**src/rtl/sleep_pkg.sv**
```systemverilog
package sleep_pkg;
  localparam logic [15:0] SLEEP_OP = 16'h0003;
  localparam logic [1:0]  PH_DECODE = 2'd0;
  localparam logic [1:0]  PH_ENTER  = 2'd3;

  typedef enum logic {
    ST_RUN   = 1'b0,
    ST_SLEEP = 1'b1
  } pwr_state_e;
endpackage

```
**src/rtl/sleep_decode.sv**
```systemverilog
module sleep_decode
  import sleep_pkg::*;
(
  input  logic        clk_i,
  input  logic        rst_ni,
  input  logic        run_i,
  input  logic        tick_i,
  input  logic        instr_valid_i,
  input  logic [15:0] instr_i,
  output logic        enter_o
);
  logic [1:0] ph_q;
  logic       pend_q;

  assign enter_o = run_i && tick_i && (ph_q == PH_ENTER) && pend_q;

  always_ff @(posedge clk_i or negedge rst_ni) begin
    if (!rst_ni) begin
      ph_q   <= PH_DECODE;
      pend_q <= 1'b0;
    end else if (!run_i) begin
      // core clock stopped: resume at decode
      ph_q   <= PH_DECODE;
      pend_q <= 1'b0;
    end else if (tick_i) begin
      ph_q <= ph_q + 2'd1;
      if (ph_q == PH_DECODE)
        pend_q <= instr_valid_i && (instr_i == SLEEP_OP);
      else if (ph_q == PH_ENTER)
        pend_q <= 1'b0;
    end
  end

  p_enter_stops_r3: assert property (@(posedge clk_i) disable iff (!rst_ni)
    enter_o |=> !run_i);

  p_asleep_resume_q1_r11: assert property (@(posedge clk_i) disable iff (!rst_ni)
    !run_i |=> (ph_q == PH_DECODE) && !enter_o);
endmodule

```
**src/rtl/sleep_wdt.sv**
```systemverilog
module sleep_wdt #(
  parameter int CNT_W  = 8,
  parameter int POST_W = 4
) (
  input  logic              clk_i,
  input  logic              rst_ni,
  input  logic              en_i,
  input  logic              clr_i,
  output logic [CNT_W-1:0]  cnt_o,
  output logic [POST_W-1:0] post_o,
  output logic              tmo_o
);
  localparam logic [CNT_W-1:0]  CNT_MAX  = {CNT_W{1'b1}};
  localparam logic [POST_W-1:0] POST_MAX = {POST_W{1'b1}};

  logic [CNT_W-1:0]  cnt_q;
  logic [POST_W-1:0] post_q;

  assign cnt_o  = cnt_q;
  assign post_o = post_q;
  // clear wins over a coincident time-out
  assign tmo_o  = en_i && !clr_i && (cnt_q == CNT_MAX) && (post_q == POST_MAX);

  always_ff @(posedge clk_i or negedge rst_ni) begin
    if (!rst_ni) begin
      cnt_q  <= '0;
      post_q <= '0;
    end else if (clr_i) begin
      cnt_q  <= '0;
      post_q <= '0;
    end else if (en_i) begin
      cnt_q <= cnt_q + CNT_W'(1);
      if (cnt_q == CNT_MAX) post_q <= post_q + POST_W'(1);
    end
  end

  p_clear_r5: assert property (@(posedge clk_i) disable iff (!rst_ni)
    clr_i |=> (cnt_o == '0) && (post_o == '0));

  p_count_r6: assert property (@(posedge clk_i) disable iff (!rst_ni)
    (en_i && !clr_i) |=> (cnt_o == CNT_W'($past(cnt_o) + CNT_W'(1))));

  p_hold_r6: assert property (@(posedge clk_i) disable iff (!rst_ni)
    (!en_i && !clr_i) |=> ($stable(cnt_o) && $stable(post_o)));
endmodule

```
**src/rtl/sleep_wdt_ctrl.sv**
```systemverilog
module sleep_wdt_ctrl
  import sleep_pkg::*;
#(
  parameter int CNT_W  = 8,
  parameter int POST_W = 4
) (
  input  logic              clk_i,
  input  logic              rst_ni,
  input  logic [15:0]       instr_i,
  input  logic              instr_valid_i,
  input  logic              phase_tick_i,
  input  logic              wdt_en_i,
  input  logic              irq_wake_i,
  output logic              osc_en_o,
  output logic              pd_o,
  output logic              to_o,
  output logic              wake_o,
  output logic [CNT_W-1:0]  wdt_cnt_o,
  output logic [POST_W-1:0] wdt_post_o
);
  pwr_state_e state_q;
  logic pd_q, to_q, wake_q;
  logic enter, tmo, run;

  assign run      = (state_q == ST_RUN);
  assign osc_en_o = run;
  assign pd_o     = pd_q;
  assign to_o     = to_q;
  assign wake_o   = wake_q;

  sleep_decode u_decode (
    .clk_i         (clk_i),
    .rst_ni        (rst_ni),
    .run_i         (run),
    .tick_i        (phase_tick_i),
    .instr_valid_i (instr_valid_i),
    .instr_i       (instr_i),
    .enter_o       (enter)
  );

  sleep_wdt #(.CNT_W(CNT_W), .POST_W(POST_W)) u_wdt (
    .clk_i  (clk_i),
    .rst_ni (rst_ni),
    .en_i   (wdt_en_i),
    .clr_i  (enter),
    .cnt_o  (wdt_cnt_o),
    .post_o (wdt_post_o),
    .tmo_o  (tmo)
  );

  always_ff @(posedge clk_i or negedge rst_ni) begin
    if (!rst_ni) begin
      state_q <= ST_RUN;
      pd_q    <= 1'b1;
      to_q    <= 1'b1;
      wake_q  <= 1'b0;
    end else begin
      wake_q <= 1'b0;
      if (enter) begin
        state_q <= ST_SLEEP;
        pd_q    <= 1'b0;
        to_q    <= 1'b1;
      end else if (!run) begin
        if (tmo) begin
          state_q <= ST_RUN;
          to_q    <= 1'b0;
          wake_q  <= 1'b1;
        end else if (irq_wake_i) begin
          state_q <= ST_RUN;
          wake_q  <= 1'b1;
        end
      end else if (tmo) begin
        to_q <= 1'b0;
      end
    end
  end

  p_entry_status_r4: assert property (@(posedge clk_i) disable iff (!rst_ni)
    enter |=> (!pd_o && to_o && !osc_en_o));

  p_tmo_wake_r7: assert property (@(posedge clk_i) disable iff (!rst_ni)
    (!run && tmo) |=> (!to_o && !pd_o && osc_en_o));

  p_irq_keep_r8: assert property (@(posedge clk_i) disable iff (!rst_ni)
    (!run && !tmo && irq_wake_i) |=> ($stable(to_o) && $stable(pd_o) && osc_en_o));

  p_wake_pulse_r9: assert property (@(posedge clk_i) disable iff (!rst_ni)
    wake_o |=> !wake_o);

  p_run_tmo_r10: assert property (@(posedge clk_i) disable iff (!rst_ni)
    (run && tmo && !enter) |=> (!to_o && $stable(pd_o) && !wake_o));
endmodule

```
**config.mk**
```make
export PLATFORM = sky130hd
export DESIGN_NAME = sleep_wdt_ctrl
export DESIGN_NICKNAME = d
export VERILOG_FILES = /design/src/rtl/sleep_pkg.sv /design/src/rtl/sleep_decode.sv /design/src/rtl/sleep_wdt.sv /design/src/rtl/sleep_wdt_ctrl.sv
export SDC_FILE = /design/constraint.sdc
export NUM_CORES = 1
export LEC_CHECK = 0
export BUFFER_PORTS_ARGS = -buffer_cell sky130_fd_sc_hd__buf_2
export CORE_UTILIZATION = 47
export DETAILED_ROUTE_END_ITERATION = 7
export HOLD_SLACK_MARGIN = 0.12
export PLACE_DENSITY = 0.78
export SYNTH_ARGS = -nofsm -noshare
export SYNTH_HDL_FRONTEND = slang
export SYNTH_SLANG_ARGS = --single-unit
```
**constraint.sdc**
```tcl
create_clock -name clk_i -period 2.2 [get_ports clk_i]
set_clock_uncertainty 0.1 [all_clocks]
set_input_delay 0.22 -clock clk_i [delete_from_list [all_inputs] [get_ports clk_i]]
set_output_delay 0.22 -clock clk_i [all_outputs]
set_load 0.02 [all_outputs]
```
; Word-level counts from Yosys, hierarchy flattened
; Index checks and enable logic that the tools add are counted.
[totals]
reg_bits = 19
word_cells = 53
input_bits = 22
output_inout_bits = 16
[classes]
reduce_logical = 16
mux = 21
n_eq_ne = 4
n_addsub = 3
bitwise = 1
[ops]
columns = op, count
row1 = $eq 16x2->1 const B, 1
row2 = $mux 8, 2
row3 = $mux 1, 14
row4 = $mux 4, 3
row5 = $add 8x1->8 const B, 1
row6 = $eq 8x8->1 const B, 1
row7 = $reduce_bool 2->1, 4
row8 = $logic_and 1x1->1, 7
row9 = $add 4x1->4 const B, 1
row10 = $eq 4x4->1 const B, 1
row11 = $mux 2, 2
row12 = $reduce_and 2->1, 2
row13 = $reduce_bool 3->1, 1
row14 = $add 2x1->2 const B, 1
row15 = $eq 2x2->1 const B, 1
row16 = $logic_not 2->1, 1
row17 = $logic_not 1->1, 1
row18 = $not 1->1, 1

; Logic depth before layout (Yosys ltp)
[depth]
ltp_word = 11
depth_mapped = 5
ltp_nobuf = 5

; Modules after synthesis
; Synthesis repeated with hierarchy kept, for this count alone.
[hier_totals]
hier_cells = 94
hier_area_um2 = 1003.5
[by_module_without_submodules]
columns = module, cells_per_inst, area_per_inst_um2, seq_area_each_um2, instances
row1 = sleep_wdt, 61, 621.8, 300.3, 1
row2 = sleep_decode, 22, 234.0, 75.1, 1
row3 = sleep_wdt_ctrl, 11, 147.6, 102.6, 1

; Worst setup path before layout
; OpenSTA, ideal clock, no wires.
[synth_path]
kind = register to register
startpoint = register u_wdt.cnt_q[0], in the netlist u_wdt.cnt_o[0]
endpoint = register u_wdt.post_q[3], in the netlist u_wdt.post_o[3]
required_ps = 2022
setup_ps = 78
stages_incl_launch_ff = 5
path_buffers = 0
arrival_time_ps = 1524
synth_period_minus_slack_ps = 1703
path_slack_ps = 497
cell_sequence = dfrtp_1 -> ha_1 -> nand4_4 -> or4_1 -> a21oi_1
[synth_between]
elab_chain_len = 3
[synth_lines]
columns = element, line
row1 = from (decl), sleep_wdt.sv:16  ; logic [CNT_W-1:0] cnt_q;
row2 = from (signal assigned), sleep_wdt.sv:32  ; cnt_q <= cnt_q + CNT_W'(1);
row3 = $eq 8x8->1, sleep_wdt.sv:33  ; if (cnt_q == CNT_MAX) post_q <= post_q + POST_W'(1);
row4 = $reduce_bool 2->1 (no line), -
row5 = $reduce_and 2->1 (no line), -
row6 = to (signal assigned), sleep_wdt.sv:33
row7 = to (decl), sleep_wdt.sv:17  ; logic [POST_W-1:0] post_q;
; Every way passes these cells.
; A chain may end at the register's enable or synchronous reset.

; Final worst setup path
[layout_path]
startpoint = register u_decode.ph_q[0]
endpoint = register u_decode.pend_q
[layout_between]
elab_chain_len = 4
word_cells_on_any_way = 7
classes_between = eq/ne (1) / mux (3) / reduce/logical (3)
[layout_lines]
columns = element, line
row1 = from (decl), sleep_decode.sv:12  ; logic [1:0] ph_q;
row2 = from (signal assigned), sleep_decode.sv:26  ; ph_q <= ph_q + 2'd1;
row3 = $logic_not 2->1, sleep_decode.sv:27  ; if (ph_q == PH_DECODE)
row4 = $mux 1, sleep_decode.sv:27
row5 = $mux 1, sleep_decode.sv:25  ; end else if (tick_i) begin
row6 = $mux 1, sleep_decode.sv:21  ; end else if (!run_i) begin
row7 = to (signal assigned), sleep_decode.sv:28  ; pend_q <= instr_valid_i && (instr_i == SLEEP_OP);
row8 = to (decl), sleep_decode.sv:13  ; logic pend_q;
; Parallel ways exist; a longest one is shown, timed or not. The select of a mux whose other input is x is not followed.

==> run_results.csv <==
group,metric,value,unit
setup_path,arrival,2.09,ns
timing,timing.final.crit_share,88.95,%
cts,htree_levels,1,
setup_path,path_cells,"inv_1, ha_1, nor4bb_1, nand4_1, dlygate4sd3_1, o21ai_0",
yosys,seq_area_frac_synth,50.26,%
setup_path,critPathTopFamily,"buffers and inverters",
floorplanning,die_h,46.98,µm
yosys,dominantRegCellSynth,"dfrtp_1",
yosys,ys_warn_count,0,
global_route,grt_pass1_vias,833,
setup_path,cp-end-kind,"flip-flop",
placed_design,post-dp-hpwl,1.509,mm
global_route,grt_first_pass_wirelength,3.663,mm
run_status,status,"completed",
min_path,hold_class,"input port to flip-flop",
setup_path,required,2.33,ns
final_layout,num-nets-final,169,
global_route,antenna_found_initial,0,
power_and_ir_drop,vdd_drop_max,0.7017,mV
timing,maxSlewViolCount,0,
cts,root_buffer,"clkbuf_4",
yosys,synth_cells,94,
placed_design,io_buffers,37,
cts,cts.clk_slew.worst_paths,0.12,ns
timing,period_needed,1.957,ns
yosys,ys_async_sr_fraction,100.0,%
cts,cts.repair.resized,0,
timing,tightest_slew,0.4460,ns
setup_path,path_buf_inv,2,
floorplanning,core,1802,µm²
setup_path,cp_slowest_stage_delay,0.56,ns
setup_path,critPathSlowestCell,"dlygate4sd3_1",
setup_path,worst-path-max-fanout,3,
detailed_routing,wl_per_cell,14.19,µm
yosys,syn_area_per_cell,10.12,µm²
final_layout,final_cell_area,1281,µm²
floorplanning,ioPinCount,38,
timing,hold_viol_final,0,
cts,cts-hold-fix-buffers,10,
power_and_ir_drop,p_leak,0.6177,nW
cts,cts.sinks,19,
cts,tritoncts,"yes",
final_layout,drive_gt1_share,30.99,%
cts,postCtsSetupBuffers,0,
global_route,grt_max_degree,20,
yosys,synthesis.area,950.9,µm²
cts,clock_latency,0.31,ns
timing,setup_violations,0,
detailed_routing,route.antenna.remaining_nets,0,
job,cap_viol_max_count,0,
floorplanning,die_x,46.98,µm
detailed_routing,first_pass_iters,4,
yosys,synth_cell_type_count,26,
detailed_routing,via_per_inst,5.437,
cts,numCtsBuffers,3,
timing,slew-limit-headroom,70.27,%
detailed_routing,vias,908,
global_route,grt_usage,25.00,%
floorplanning,rows,15,
floorplanning,design.die.area,2207,µm²
setup_path,worstSetupPathType,"flip-flop to flip-flop",
final_layout,area_growth,34.74,%
timing,fmax,511.0,MHz
yosys,ys_ff_latch,19,
yosys,synth_edf_count,0,
cts,clockBufferDepth,2,
final_layout,n_antenna_cell,0,
power_and_ir_drop,cellPowerDensity,866.4,nW/µm²
detailed_routing,wl,2.369,mm
detailed_routing,drcViolationCount,0,
yosys,syn-num-nets,120,
global_route,grt_overflow,0,
placed_design,placedInstanceArea,1154,µm²
detailed_routing,drt_iter0_markers,16,
timing,setup_tns,0,ns
placed_design,gp_congestion,0.7885,
floorplanning,start_util,52.78,%
setup_path,start_kind,"flip-flop",
final_layout,fillers,136,
timing,rsz0062_at_grt,"false",
## stage by stage
stage	cells	total power (W)	hold WS [ns]	setup WS [ns]	utilization [%]
detailed placement	153	0.0009198	0.08150	0.5378	64.03
global route	167	0.001198	0.1478	0.08695	71.11
finish	167	0.001110	0.1325	0.2431	71.11
floorplan	94	0.0007765	-0.1756	0.4975	-
global placement	153	0.0008933	0.06961	0.5916	64.03
CTS	167	0.001110	0.1269	0.3178	71.11
## path summary, 6_finish.rpt
path                                  start          endpoint  slack, ns  cells past startpoint
max in group asynchronous            rst_ni              to_o       1.41                      2
min                            phase_tick_i  u_decode.ph_q[0]       0.13                      3
min reg2reg                            pd_o              pd_o       0.40                      1
max reg2reg                u_decode.ph_q[0]   u_decode.pend_q       0.24                      6
min in group asynchronous            rst_ni    u_wdt.cnt_o[4]       0.26                      2
max                        u_decode.ph_q[0]   u_decode.pend_q       0.24                      6
## registers in the layout (all words and copies together), names as in the netlist
signal and count:
u_wdt.cnt_o 8, u_wdt.post_o 4, u_decode.ph_q 2, pd_o 1, state_q 1, to_o 1
u_decode.pend_q 1, wake_o 1
## cells by family after synthesis
kind of cell | count (synthesis) | synth area share (%)
AND/OR/NAND/NOR | 36 | 22.89
AO/OA/AOI/OAI | 19 | 11.05
flip-flops | 19 | 50.26
buffers and inverters | 9 | 3.815
XOR/XNOR | 5 | 4.606
adder cells (fa/ha/maj) | 4 | 5.263
multiplexers | 2 | 2.105
## Yosys cell counts, drive strengths merged (3+ instances only)
cell type | number | share of area, %
o31ai | 3 | 2.4
nand4 | 6 | 5.5
nand3 | 6 | 3.2
o21ai | 8 | 4.2
xor2 | 3 | 2.8
inv | 6 | 2.4
nor2 | 8 | 3.2
ha | 4 | 5.3
or3 | 5 | 3.3
dfrtp | 17 | 45
a21oi | 7 | 3.7
## routing by layer
metal	routed length, µm	GRT usage (%)
met1	1012	29.83
met2	1237	42.50
met4	52	13.14
met5	0	0
met3	66	5.000
## placed cells by master, fill, tap and decap left out, types with 4 or more instances in the layout
| master | synthesis | routed |
|---|---|---|
| buf_2 | 2 | 37 |
| dfrtp_1 | 17 | 17 |
| dlygate4sd3_1 | 0 | 10 |
| o21ai_0 | 8 | 8 |
| nor2_1 | 8 | 8 |
| a21oi_1 | 7 | 7 |
| inv_1 | 6 | 6 |
| nand3_1 | 6 | 6 |
| nand4_1 | 5 | 5 |
| or3_1 | 5 | 5 |
| ha_1 | 4 | 4 |
## power by group
group          leakage, nW  internal [W]  switching (W)
Sequential           0.242      0.000430       0.000102
Combinational        0.358      0.000165       0.000229
Clock               0.0177     0.0000679       0.000117
Total                0.618      0.000663       0.000447
## worst reg2reg max path, cell delays in order (launching register included)
cell and delay (ns):
dfrtp_1 0.43, inv_1 0.07, ha_1 0.17, nor4bb_1 0.31, nand4_1 0.12, dlygate4sd3_1 0.56, o21ai_0 0.13
## area by class of cell
cell class / instances / area, µm² / area share [%]
Clock buffer: 3 / 22.52 / 1.758
Clock inverter: 1 / 5.005 / 0.3906
Inverter: 6 / 22.52 / 1.758
Multi-Input combinational cell: 66 / 436.7 / 34.08
Sequential cell: 19 / 478.0 / 37.30
Tap cell: 25 / 31.28 / 2.441
Timing Repair Buffer: 47 / 285.3 / 22.27
(Power assumes the default switching activity.)
